==> config.mk <==
export PLATFORM = sky130hd
export DESIGN_NAME = serial_accum
export DESIGN_NICKNAME = d
export VERILOG_FILES = /design/src/rtl/serial_accum_pkg.sv /design/src/rtl/serial_accum_ctrl.sv /design/src/rtl/serial_accum_dp.sv /design/src/rtl/serial_accum.sv
export SDC_FILE = /design/constraint.sdc
export NUM_CORES = 1
export LEC_CHECK = 0
export BUFFER_PORTS_ARGS = -buffer_cell sky130_fd_sc_hd__buf_2
export CAP_MARGIN = 40
export CORE_MARGIN = 2
export CORE_UTILIZATION = 30
export DETAILED_ROUTE_END_ITERATION = 7
export PLACE_DENSITY = 0.51
export SYNTH_ARGS = -nofsm -noshare
export SYNTH_HDL_FRONTEND = slang
export SYNTH_HIERARCHICAL = 1
export SYNTH_SLANG_ARGS = --single-unit
==> constraint.sdc <==
create_clock -name clk -period 3 [get_ports clk]
set_input_delay 0.75 -clock clk [delete_from_list [all_inputs] [get_ports clk]]
set_output_delay 0.75 -clock clk [all_outputs]
set_load 0.05 [all_outputs]
==> src/rtl/serial_accum_pkg.sv <==
`timescale 1ns/1ps
package serial_accum_pkg;

  localparam int CMD_W = 3;

  typedef enum logic [CMD_W-1:0] {
    OP_IDLE = 3'd0,
    OP_ADD  = 3'd1,
    OP_LOAD = 3'd2,
    OP_SHL  = 3'd3,
    OP_SHR  = 3'd4,
    OP_EMIT = 3'd5
  } op_e;

  typedef enum logic [1:0] {
    EM_NONE   = 2'd0,
    EM_FIRST  = 2'd1,
    EM_SECOND = 2'd2
  } emit_e;

  // strobes from control to datapath, valid for the current bit cycle
  typedef struct packed {
    logic doAdd;
    logic doLoad;
    logic doShl;
    logic doShr;
    logic first;
    logic last;
  } dp_ctl_t;

endpackage

==> src/rtl/serial_accum_ctrl.sv <==
`timescale 1ns/1ps
module serial_accum_ctrl
  import serial_accum_pkg::*;
#(
  parameter int WORD_W = 40
) (
  input  logic             clk,
  input  logic             rst,
  input  logic [CMD_W-1:0] cmdCode,
  output dp_ctl_t          ctl,
  output logic             wordStart,
  output logic             busy,
  output logic             memWrEn
);

  localparam int CNT_W = $clog2(WORD_W);
  localparam logic [CNT_W-1:0] LAST_BIT = CNT_W'(WORD_W - 1);

  logic [CNT_W-1:0] bitCnt;
  op_e   opQ, opNow, opDec;
  emit_e stageQ, stageNow;

  // bit position within the word time
  always_ff @(posedge clk) begin
    if (rst) bitCnt <= '0;
    else     bitCnt <= (bitCnt == LAST_BIT) ? '0 : bitCnt + 1'b1;
  end

  assign wordStart = (bitCnt == '0);

  // unknown codes fall back to plain recirculation
  always_comb begin
    case (cmdCode)
      3'd1:    opDec = OP_ADD;
      3'd2:    opDec = OP_LOAD;
      3'd3:    opDec = OP_SHL;
      3'd4:    opDec = OP_SHR;
      3'd5:    opDec = OP_EMIT;
      default: opDec = OP_IDLE;
    endcase
  end

  // the command only takes effect at a word boundary; the word after an
  // emit word belongs to the emit and ignores the code presented
  always_comb begin
    opNow    = opQ;
    stageNow = stageQ;
    if (wordStart) begin
      if (stageQ == EM_FIRST) begin
        opNow    = OP_IDLE;
        stageNow = EM_SECOND;
      end else begin
        opNow    = opDec;
        stageNow = (opDec == OP_EMIT) ? EM_FIRST : EM_NONE;
      end
    end
  end

  always_ff @(posedge clk) begin
    if (rst) begin
      opQ    <= OP_IDLE;
      stageQ <= EM_NONE;
    end else begin
      opQ    <= opNow;
      stageQ <= stageNow;
    end
  end

  assign busy = (opNow != OP_IDLE) || (stageNow != EM_NONE);

  // write window: last bit of the emit word, then all but the last bit of
  // the following word (the early tap leads the output by one stage)
  assign memWrEn = ((stageNow == EM_FIRST)  && (bitCnt == LAST_BIT)) ||
                   ((stageNow == EM_SECOND) && (bitCnt != LAST_BIT));

  always_comb begin
    ctl        = '0;
    ctl.doAdd  = (opNow == OP_ADD);
    ctl.doLoad = (opNow == OP_LOAD);
    ctl.doShl  = (opNow == OP_SHL);
    ctl.doShr  = (opNow == OP_SHR);
    ctl.first  = wordStart;
    ctl.last   = (bitCnt == LAST_BIT);
  end

endmodule

==> src/rtl/serial_accum_dp.sv <==
`timescale 1ns/1ps
module serial_accum_dp
  import serial_accum_pkg::*;
#(
  parameter int WORD_W = 40
) (
  input  logic              clk,
  input  logic              rst,
  input  dp_ctl_t           ctl,
  input  logic              opBit,
  output logic              memTap,
  output logic [WORD_W-1:0] wordView
);

  // loopQ[0] is the output stage; new bits enter at the top
  logic [WORD_W-1:0] loopQ, loopD;
  logic carryQ, carryD;
  logic spareQ, spareD;   // stage inserted during a left shift
  logic carryIn, feedBit;

  always_comb begin
    carryIn = ctl.first ? 1'b0 : carryQ;
    carryD  = carryQ;
    spareD  = spareQ;
    feedBit = loopQ[0];
    if (ctl.doAdd) begin
      feedBit = loopQ[0] ^ opBit ^ carryIn;
      carryD  = (loopQ[0] & opBit) | (carryIn & (loopQ[0] ^ opBit));
    end else if (ctl.doLoad) begin
      feedBit = opBit;
    end else if (ctl.doShl) begin
      // the extra stage starts the word empty, so a zero enters first
      feedBit = ctl.first ? 1'b0 : spareQ;
      spareD  = loopQ[0];
    end

    loopD = {feedBit, loopQ[WORD_W-1:1]};
    // a right shift skips one stage once per word: the loop is one shorter
    if (ctl.doShr && ctl.first)
      loopD = {loopQ[1:0], loopQ[WORD_W-1:2]};
  end

  always_ff @(posedge clk) begin
    if (rst) begin
      loopQ    <= '0;
      carryQ   <= 1'b0;
      spareQ   <= 1'b0;
      wordView <= '0;
    end else begin
      loopQ  <= loopD;
      carryQ <= carryD;
      spareQ <= spareD;
      if (ctl.last) wordView <= loopD;
    end
  end

  assign memTap = loopQ[1];

endmodule

==> src/rtl/serial_accum.sv <==
`timescale 1ns/1ps
module serial_accum
  import serial_accum_pkg::*;
#(
  parameter int WORD_W = 40
) (
  input  logic              clk,
  input  logic              rst,
  input  logic [2:0]        cmdCode,
  input  logic              opBit,
  output logic              wordStart,
  output logic              busy,
  output logic              memWrEn,
  output logic              memWrData,
  output logic [WORD_W-1:0] wordView
);

  dp_ctl_t ctl;
  logic    memTap;

  serial_accum_ctrl #(.WORD_W(WORD_W)) u_ctrl (
    .clk       (clk),
    .rst       (rst),
    .cmdCode   (cmdCode),
    .ctl       (ctl),
    .wordStart (wordStart),
    .busy      (busy),
    .memWrEn   (memWrEn)
  );

  serial_accum_dp #(.WORD_W(WORD_W)) u_dp (
    .clk      (clk),
    .rst      (rst),
    .ctl      (ctl),
    .opBit    (opBit),
    .memTap   (memTap),
    .wordView (wordView)
  );

  assign memWrData = memTap & memWrEn;

endmodule

# After elaboration in Yosys (flattened, before gate mapping)
# Index checks and enable logic that the tools add are counted.
# classes
n_addsub	1
muxes	12
n_bitwise	8
n_eq_ne	15
reduce_logical	10
# op_table
op	count
$mux W40	1
$pmux W3 S5	1
$eq A3 B2 Y1 const B	4
$eq A3 B3 Y1 const B	4
$add A6 B1 Y6 const B	1
$eq A3 B1 Y1 const B	2
$eq A6 B6 Y1 const B	1
$logic_not A6 Y1	1
$mux W1	6
$mux W3	2
$ne A6 B6 Y1 const B	1
$eq A2 B1 Y1 const B	2
$mux W2	2
$and A1 B1 Y1	3
$logic_and A1 B1 Y1	3
$reduce_and A3 Y1	1
$reduce_bool A3 Y1	1
$eq A2 B2 Y1 const B	1
$logic_or A1 B1 Y1	2
$not A1 Y1	2
$reduce_bool A2 Y1	1
$reduce_or A2 Y1	1
$xor A1 B1 Y1	2
$or A1 B1 Y1	1
# word_totals
output_inout_bits	44
wordCells	53
reg_bits	93
in_bits	6

# Logic depth before layout (Yosys ltp)
# logic_depth
ltp_word	10
mapped_depth	12
depth_no_buf	11

# By module
# Netlist, hierarchy kept.
# modules_own_cells
mod	n_inst	cells_per_inst	area_per_inst_um2	seq_area_each_um2
serial_accum_dp	1	280	2885.3	1641.6
serial_accum_ctrl	1	65	554.3	220.2
serial_accum	1	1	6.3	0.0

# Least setup slack after synthesis
# OpenSTA, ideal clock, no wires.
# synth_path
kind	register -> output
startpoint	reg u_ctrl.bitCnt[0]
endpoint	out memWrData
setup_slack_ns	-0.563
t_arrival_ns	2.813
required_time_ns	2.250
path_buffers	1
stages_incl_launch_ff	9
path_cell_list	dfxtp_1 inv_1 ha_1 or4b_1 or2_0 clkbuf_2 nand2_1 o31ai_1 and2_1
# synth_between
elab_chain_cells	6
word_cells_on_any_way	10
classes_between	eq/ne (4); mux (1); bitwise (1); reduce/logical (4)
# synth_rtl
element	line	text
from (decl)	serial_accum_ctrl.sv:19	logic [CNT_W-1:0] bitCnt;
from (signal assigned)	serial_accum_ctrl.sv:26	else bitCnt <= (bitCnt == LAST_BIT) ? '0 : bitCnt + 1'b1;
$logic_not A6 Y1	serial_accum_ctrl.sv:29	assign wordStart = (bitCnt == '0);
$mux W2	serial_accum_ctrl.sv:48	if (wordStart) begin
$eq A2 B1 Y1 or $eq A2 B2 Y1 (tied branches)	serial_accum_ctrl.sv:73, serial_accum_ctrl.sv:74	
$logic_and A1 B1 Y1, on equally long branches	serial_accum_ctrl.sv:73, serial_accum_ctrl.sv:74	
$logic_or A1 B1 Y1 (*)	serial_accum_ctrl.sv:73	assign memWrEn = ((stageNow == EM_FIRST) && (bitCnt == LAST_BIT)) ||
via memWrEn	serial_accum.sv:13	output logic memWrEn,
$and A1 B1 Y1 (*)	serial_accum.sv:40	assign memWrData = memTap & memWrEn;
to (decl)	serial_accum.sv:14	output logic memWrData,
# The timed path passes the listed nets; every way through them passes the cells marked *.

# Worst setup path in the final report
# layout_path
startpoint	reg u_ctrl.bitCnt[0]
endpoint	out busy
# layout_between
elab_chain_cells	4
word_cells_on_any_way	6
classes_between	mux (2); reduce/logical (4)
# layout_rtl
element	line	text
$logic_not A6 Y1 (*)	serial_accum_ctrl.sv:29	
$mux W3 or $mux W2 (tied branches)	serial_accum_ctrl.sv:48	
$reduce_bool A3 Y1 or $reduce_bool A2 Y1 (tied branches)	serial_accum_ctrl.sv:69	assign busy = (opNow != OP_IDLE) || (stageNow != EM_NONE);
$logic_or A1 B1 Y1 (*)	serial_accum_ctrl.sv:69	
to (decl)	serial_accum.sv:12	output logic busy,
# Mark *: on every way between the ends. The rest lies on a longest branch, timed or not.

==> out/metrics.csv <==
stage,metric,value,unit
status,status,finished clean,
finish,final core occ,37.2,%
floorplan,num rows,39,
clocking,clk buf depth,2,
floorplan,Core ar.,0.0113,sq mm
sta,clk_skew,0.0106,ns
finish,proportion of layout cells with a drive suffix above 1,22.9,%
setup_path,CP Capture Type,primary output,
clocking,TritonCTS sink count,93,
grt,total gr overflow,0,
synthesis,Async SR Flop Fraction,0,%
setup_path,worst path required time,2.25,ns
setup_path,WS Path Type,flip-flop to primary output,
grt,initial antenna violation count,0,
floorplan,total die area,0.0124,sq mm
sta,Post-Route Setup TNS,0,ns
clocking,# hold bufs at CTS,0,
grt,largest net degree at the start of global routing,64,
setup_path,critical path data arrival time,2.21,ns
grt,all-layer global routing usage,11.2,%
grt,number of global-route vias before repair,2423,
setup_path,worst-path cell chain,inv_2 -> ha_1 -> or4b_4 -> or2_4 -> o41a_1 -> nand4_1 -> buf_6,
floorplan,chip width,111,um
setup_path,"Max FO, Critical Path",3,
detailed_routing,initial drt markers,74,
sta,Final Setup Violations,0,
synthesis,#FFs+latches synth,93,
sta,RSZ-0062 raised after global routing,true,
grt,global-route wire length before repair,11.4,mm
synthesis,Avg Synthesized Cell Area,9.96,sq um
synthesis,Synth area leaders,"dfxtp_1 54%, mux2i_1 12%, nor2_1 9.8%, a211oi_1 9.2%, buf_8 1.7%",
sta,worst slew pin tran,0.587,ns
synthesis,Synth area leader,dfxtp_1,
setup_path,slowest cell delay on critical path,0.45,ns
floorplan,Boundary Pins,50,
clocking,CTS tree,done,
place,Post-DP Area,0.00383,sq mm
finish,Layout Nets,401,
detailed_routing,drt wl/cell,12.2,um
synthesis,post-synthesis cell area,0.00345,sq mm
synthesis,top-area cell type share of the netlist area,54.0,%
sta,final slew viol count,0,
synthesis,distinct cell type count after synthesis,37,
power,Max IR drop VDD,0.000280,V
place,hpwl dp,4.35,mm
synthesis,Synth Flop Type,dfxtp_1,
setup_path,Startpoint Class,flip-flop,
sta,final hold violation count,0,
detailed_routing,Routed Wire Length,6.57,mm
power,static leakage,1.89,nW
clocking,Root Buffer,clkbuf_16,
min_path,Hold WC Path Type,flip-flop to flip-flop,
detailed_routing,vias per inst,4.57,
place,Place WS,0.0768,ns
clocking,cts bufs inserted,9,
synthesis,"Seq/Total Area, Yosys",54.0,%
clocking,Max H-tree Level,3,
floorplan,initial core utilization,30.4,%
sta,Final WS setup,0.0409,ns
floorplan,die height,111,um
detailed_routing,detailed-route via count,2469,
sta,Rel. slew slack,60.9,%
finish,number of diodes,0,
detailed_routing,DRC,0,
sta,fin crit share,98.6,%
place,gpl congestion,0.741,
synthesis,"EDFF count, synth",0,
clocking,clock latency on the worst-skew pair,0.34,ns
clocking,CTS clock-pin slew for the worst setup and hold paths,0.06,ns
detailed_routing,Final ANT Viol Nets,0,
detailed_routing,drt pass-1 iters,4,
place,Buffers on Ports,49,
run,max cap viols,0,
setup_path,"Max stage delay cell, worst path",or4b_4,
synthesis,Mapped Cells,346,
synthesis,YS warnings,6,
power,power per cell area,611,mW/mm^2
synthesis,Syn Nets,355,
sta,min Tclk post-route,2.96,ns
finish,Area Overhead vs Synth,22.3,%
finish,Finished Cell Area,0.00422,sq mm
sta,Max Clk Rate,338,MHz
metrics by stage:
step	hold slack [ns]	instances	power, mW
detailed placement	0.477	519	1.45
global placement	0.469	519	1.45
CTS	0.486	540	2.62
global route	0.501	540	2.69
floorplan	0.457	346	1.42
finish	0.483	540	2.58
synth_stat cells, types with 2 or more instances:
cell	instances
a21oi_1	2
clkbuf_1	15
nor2b_1	2
inv_1	6
a211oi_1	42
nand2_1	5
ha_1	2
buf_2	4
nand3_1	3
nor3b_1	4
a31oi_1	2
xor2_1	2
nor3_1	4
o31ai_1	2
buf_8	4
mux2i_1	41
and3_1	2
xnor2_1	2
buf_4	2
nor2_1	90
o21ai_0	2
dfxtp_1	93
metal layers:
layer | vias to the layer above | track usage [%] | wire length, um
li1 | 1290 | - | -
met1 | 1128 | 14.2 | 3230
met2 | 42 | 17.4 | 2920
met3 | 9 | 2.95 | 290
met4 | 0 | 6.17 | 124
met5 | - | 0 | 0
kinds of logic after synthesis:
family	count (synthesis)	synth area share (%)
buffers and inverters	33	5.30
AND/OR/NAND/NOR	118	14.8
XOR/XNOR	4	1.02
multiplexers	42	12.2
AO/OA/AOI/OAI	53	11.3
adder cells (fa/ha/maj)	3	1.31
flip-flops	93	54.0
worst max-delay path, delay by kind of cell (launching register included):
| kind | cells | cell delay, ns |
|---|---|---|
| fa+ha+maj | 1 | 0.12 |
| simple gates | 3 | 0.84 |
| compound gates | 1 | 0.39 |
| flops | 1 | 0.32 |
| buf+inv | 2 | 0.21 |
layout by cell type, fill, tap and decap left out, types with 4 or more instances in the layout:
master / count
nor2_1: 90
nand2_1: 5
clkbuf_16: 9
inv_1: 4
a211oi_1: 42
nor3b_1: 4
mux2i_1: 40
buf_2: 46
buf_4: 8
buf_12: 4
dfxtp_1: 91
cell type report:
type,count,area [sq um]
sequential,93,1860
tap,143,179
clock buffer,10,229
timing repair buffer,61,400
multi-input combinational,220,1440
fill,1166,7110
clock inverter,6,72.6
inverter,7,31.3
sequential cells by signal, summed over array words and instances, names as in the netlist:
register and count:
u_dp/loopQ 40, u_dp/carryQ 1, u_dp/spareQ 1, u_ctrl/opQ 3, u_ctrl/bitCnt 6, u_dp/wordView 40, u_ctrl/stageQ 2
repair_timing:
action / in CTS / in global routing
buffers inserted: 5 / 0
gates resized for setup: 11 / 4
setup endpoints to repair: 3 / 5
pin swaps: 2 / 2
endpoints found under the hold margin: 0 / 0
report_power, final:
part | switching [mW] | internal (mW) | total (mW)
clock network | 0.471 | 0.653 | 1.12
registers | 0.00786 | 1.25 | 1.26
logic | 0.113 | 0.0846 | 0.197
total | 0.592 | 1.98 | 2.58
path summary, 6_finish.rpt:
check / slack (ns) / endpoint / start / cells past startpoint
setup / recovery: 0.04 / busy / u_ctrl/bitCnt[0]$_SDFF_PP0_ / 7
hold reg to reg: 0.48 / u_dp/wordView[37]$_SDFFE_PP0P_ / u_dp/wordView[37]$_SDFFE_PP0P_ / 2
hold / removal: 0.48 / u_dp/wordView[37]$_SDFFE_PP0P_ / u_dp/wordView[37]$_SDFFE_PP0P_ / 2
setup reg to reg: 0.21 / u_dp/wordView[39]$_SDFFE_PP0P_ / u_ctrl/bitCnt[0]$_SDFF_PP0_ / 12
Note: power is estimated with default switching activity, not from simulation.
